===== src/rtl/fxp_pkg.sv =====
package fxp_pkg;

   typedef enum logic [2:0] {
      FXP_ADD  = 3'd0,
      FXP_SUB  = 3'd1,
      FXP_COPY = 3'd2,
      FXP_NEG  = 3'd3,
      FXP_ABS  = 3'd4
   } fxp_op_e;

   // Smallest exponent e such that rng <= (2^(width-1)-1) * 2^e
   function automatic int exp_for_range(real rng, int width);
      real cap;
      int  e;
      cap = (2.0 ** (width - 1)) - 1.0;
      e   = 0;
      if (rng <= 0.0) return 0;
      while (rng > cap) begin
         e   = e + 1;
         cap = cap * 2.0;
      end
      while (rng <= cap / 2.0) begin
         e   = e - 1;
         cap = cap / 2.0;
      end
      return e;
   endfunction

   function automatic int imax(int x, int y);
      return (x > y) ? x : y;
   endfunction

endpackage


===== src/rtl/fxp_align.sv =====
// Moves a signed fixed-point value from exponent IN_E to exponent OUT_E
module fxp_align #(
   parameter int IN_W  = 8,
   parameter int IN_E  = 0,
   parameter int OUT_W = 8,
   parameter int OUT_E = 0
) (
   input  logic signed [IN_W-1:0]  din,
   output logic signed [OUT_W-1:0] dout
);
   localparam int SHIFT = IN_E - OUT_E;

   generate
      if (SHIFT >= 0) begin : g_shl
         if (OUT_W < IN_W + SHIFT) begin : g_bad_w
            $error("fxp_align: output too narrow for lossless left shift");
         end
         logic signed [OUT_W-1:0] ext;
         assign ext  = OUT_W'(din);
         assign dout = ext <<< SHIFT;
      end else begin : g_shr
         localparam int RSH = -SHIFT;
         logic signed [IN_W-1:0] shr;
         assign shr  = din >>> RSH;
         assign dout = OUT_W'(shr);
      end
   endgenerate
endmodule


===== src/rtl/fxp_opsel.sv =====
// Maps the operation code onto one adder: lhs +/- rhs
module fxp_opsel
   import fxp_pkg::*;
#(
   parameter int W = 8
) (
   input  logic [2:0]       op,
   input  logic signed [W-1:0] a_al,
   input  logic signed [W-1:0] b_al,
   output logic signed [W-1:0] lhs,
   output logic signed [W-1:0] rhs,
   output logic             sub
);
   always_comb begin
      lhs = '0;
      rhs = '0;
      sub = 1'b0;
      case (fxp_op_e'(op))
         FXP_ADD: begin
            lhs = a_al;
            rhs = b_al;
         end
         FXP_SUB: begin
            lhs = a_al;
            rhs = b_al;
            sub = 1'b1;
         end
         FXP_COPY: lhs = a_al;
         FXP_NEG: begin
            rhs = a_al;
            sub = 1'b1;
         end
         FXP_ABS: begin
            if (a_al[W-1]) begin
               rhs = a_al;
               sub = 1'b1;
            end else begin
               lhs = a_al;
            end
         end
         default: ;
      endcase
   end
endmodule


===== src/rtl/fxp_addcore.sv =====
// Wide add/subtract, result taken as the low OUT_W bits (wraps, R11)
module fxp_addcore #(
   parameter int W     = 9,
   parameter int OUT_W = 8
) (
   input  logic signed [W-1:0]     lhs,
   input  logic signed [W-1:0]     rhs,
   input  logic                    sub,
   output logic signed [OUT_W-1:0] res
);
   generate
      if (OUT_W > W) begin : g_bad_w
         $error("fxp_addcore: result wider than internal sum");
      end
   endgenerate

   logic signed [W-1:0] total;
   assign total = sub ? (lhs - rhs) : (lhs + rhs);
   assign res   = total[OUT_W-1:0];
endmodule


===== src/rtl/fxp_addsub.sv =====
module fxp_addsub
   import fxp_pkg::*;
#(
   parameter int  LONG_W  = 25,
   parameter int  A_W     = LONG_W,
   parameter int  B_W     = LONG_W,
   parameter int  Y_W     = LONG_W,
   parameter real A_RANGE = 5.0,
   parameter real B_RANGE = 10.0,
   parameter real Y_RANGE = 0.0
) (
   input  logic signed [A_W-1:0] a,
   input  logic signed [B_W-1:0] b,
   input  logic [2:0]            op,
   output logic signed [Y_W-1:0] y
);
   // Result range falls back to the sum of operand ranges
   localparam real Y_RANGE_EFF = (Y_RANGE > 0.0) ? Y_RANGE : (A_RANGE + B_RANGE);
   localparam int  A_E   = exp_for_range(A_RANGE, A_W);
   localparam int  B_E   = exp_for_range(B_RANGE, B_W);
   localparam int  Y_E   = exp_for_range(Y_RANGE_EFF, Y_W);
   localparam int  A_UP  = imax(A_E - Y_E, 0);
   localparam int  B_UP  = imax(B_E - Y_E, 0);
   localparam int  INT_W = imax(imax(A_W + A_UP, B_W + B_UP) + 1, Y_W);

   generate
      if (A_W < 2 || B_W < 2 || Y_W < 2) begin : g_bad_w
         $error("fxp_addsub: every port needs at least two bits");
      end
      if (A_RANGE <= 0.0 || B_RANGE <= 0.0 || Y_RANGE < 0.0) begin : g_bad_rng
         $error("fxp_addsub: ranges must be positive");
      end
   endgenerate

   logic signed [INT_W-1:0] a_al;
   logic signed [INT_W-1:0] b_al;
   logic signed [INT_W-1:0] lhs;
   logic signed [INT_W-1:0] rhs;
   logic                    sub;

   fxp_align #(.IN_W(A_W), .IN_E(A_E), .OUT_W(INT_W), .OUT_E(Y_E)) u_align_a (
      .din (a),
      .dout(a_al)
   );

   fxp_align #(.IN_W(B_W), .IN_E(B_E), .OUT_W(INT_W), .OUT_E(Y_E)) u_align_b (
      .din (b),
      .dout(b_al)
   );

   fxp_opsel #(.W(INT_W)) u_opsel (
      .op  (op),
      .a_al(a_al),
      .b_al(b_al),
      .lhs (lhs),
      .rhs (rhs),
      .sub (sub)
   );

   fxp_addcore #(.W(INT_W), .OUT_W(Y_W)) u_core (
      .lhs(lhs),
      .rhs(rhs),
      .sub(sub),
      .res(y)
   );
endmodule


===== config.mk =====
export PLATFORM = sky130hd
export DESIGN_NAME = fxp_addsub
export DESIGN_NICKNAME = d
export VERILOG_FILES = /design/src/rtl/fxp_pkg.sv /design/src/rtl/fxp_align.sv /design/src/rtl/fxp_opsel.sv /design/src/rtl/fxp_addcore.sv /design/src/rtl/fxp_addsub.sv
export SDC_FILE = /design/constraint.sdc
export NUM_CORES = 1
export LEC_CHECK = 0
export ABC_CLOCK_PERIOD_IN_PS = 16900
export BUFFER_PORTS_ARGS = -buffer_cell sky130_fd_sc_hd__buf_2
export CAP_MARGIN = 20
export CORE_UTILIZATION = 37
export DETAILED_ROUTE_END_ITERATION = 8
export MAX_ROUTING_LAYER = met4
export PLACE_DENSITY = 0.54
export SLEW_MARGIN = 5
export SYNTH_ARGS = -nofsm -noshare
export SYNTH_HDL_FRONTEND = slang
export SYNTH_HIERARCHICAL = 1
export SYNTH_SLANG_ARGS = --single-unit

===== constraint.sdc =====
create_clock -name vclk -period 16.9
set_clock_uncertainty 0.2 [all_clocks]
set_input_delay 2.535 -clock vclk [all_inputs]
set_output_delay 2.535 -clock vclk [all_outputs]
set_load 0.03 [all_outputs]

==> metrics.yaml <==
critical_path:
  critical_path.cell_chain: "buf_2 -> nor2_2 -> a221o_1 -> inv_1 -> ha_1 -> nor4b_1 -> nand2_1 -> nor4_4 -> a21oi_1 -> xnor2_1 -> ha_1 -> nand2_2 -> or3_1 -> a311oi_2 -> a2111oi_2 -> o41ai_2 -> xor2_1 -> buf_2"
  path_buf_inv: 3
  path_depth: 18
  path_delay_family: "simple AND/OR/NAND/NOR gates"
  start_kind: "primary input"
  cp_max_fo: 54
  crit_path_end_kind: "output pin"
  cp_slowest_stage_delay_ns: 0.61
  crit_type: "primary input to output pin"
  cp.required_ns: 14.16
  cp_data_arrival_time_ns: 7.62
  slowest_stage: "buf_2"
timing:
  max_freq_ghz: 0.0966
  hold_viol: 0
  relSlewSlack_pct: 34.2
  rsz0062_at_grt: "no"
  drv_slew: 0
  fin_crit_ns: 10.35
  setup-tns-final_ns: 0
  worst_pin_slew_ns: 0.986
  setup_viol_count_final: 0
  timing.final.crit_share_pct: 61.2
final_layout:
  nClkBuffers: 0
  final_common_cell: "buf_2"
  register_area_um2: 0
  diodes: 0
  final_util_pct: 38.3
  finalNetCount: 534
  syn2layout_area_growth_pct: 0.187
  final_cell_mix: "77 x buf_2, 35 x xnor2_1, 28 x nor2_1, 28 x a21oi_1, 26 x nor2b_1"
  drive_gt1_share_pct: 24.1
  seq_cells: 0
  design_area_um2: 3360
grt:
  antenna_found_initial: 0
  met1_usage_pct: 27.3
  use_met3_pct: 0.719
  grt_max_degree: 55
  grt_pass1_wl_um: 14500
  use_met2_pct: 28.1
  grt-busiest-layer: "met2"
  grt_use_total_pct: 18.2
  grt_pass1_vias: 2997
  overflow: 0
die:
  row_count: 34
  io_pins: 78
  die_h_um: 97.1
  initial_core_util_pct: 38.2
  die_area_um2: 9440
  dieWidth_um: 97.1
  core-area_um2: 8760
power:
  ir_drop_mv: 0.0185
  p_per_area_nw_per_um2: 69.4
  p_leak_uw: 0.00151
routing:
  totalWireLength_um: 8500
  avgViaCountPerCell: 5.63
  dr_total_vias: 3158
  post_drt_wl_per_cell_um: 15.2
  first_pass_iters: 4
  drtIter0Drc: 123
  drc: 0
  drt.antenna.violating_nets: 0
clocking:
  cts.repair.resized: 0
  holdBufCountCts: 0
  cts_setup_buffers: 0
synth:
  synth_warnings: 6
  synth_area_per_cell_um2: 7.44
  synth_cells: 450
  syn_area_um2: 3350
  synth_nets: 529
placement:
  gp_congestion: 0.867
  port-buffer-count: 77
  place_area_um2: 3330
  hpwl_um: 6830
min_path:
  hold_depth: 5
  hold_class: "primary input to output pin"
run:
  drv_cap: 0
status:
  outcome: "finished, final reports clean"
-- final cells by class --
type               instances  area [um2]
fillers                  963        5410
inverters                 20        75.1
multi-input cells        353        2720
well taps                108         135
repair buffers            80         428
-- report_power, final --
part / leakage, uW / switching [uW] / internal [uW] / total (uW)
Sequential: 0 / 0 / 0 / 0
Combinational: 0.00151 / 150 / 83.4 / 233
Clock: 0 / 0 / 0 / 0
Total: 0.00151 / 150 / 83.4 / 233
-- through the flow --
step	setup WS [ns]	instances	hold WS, ns	total power [uW]
floorplan	7.19	450	5.35	186
global placement	6.55	560	5.46	230
detailed placement	6.60	560	5.47	232
CTS	6.59	560	5.47	233
global route	6.09	561	5.52	256
finish	6.55	561	5.46	233
-- final timing paths --
check,start,slack [ns],end
min,b[0],5.46,y[0]
max,op[1],6.55,y[23]
-- layer usage --
| metal | wire length [um] | up-vias |
|---|---|---|
| li1 | - | 1626 |
| met1 | 4410 | 1439 |
| met2 | 3670 | 89 |
| met3 | 381 | 4 |
| met4 | 40 | 0 |
| met5 | 0 | - |
(Power assumes the default switching activity.)
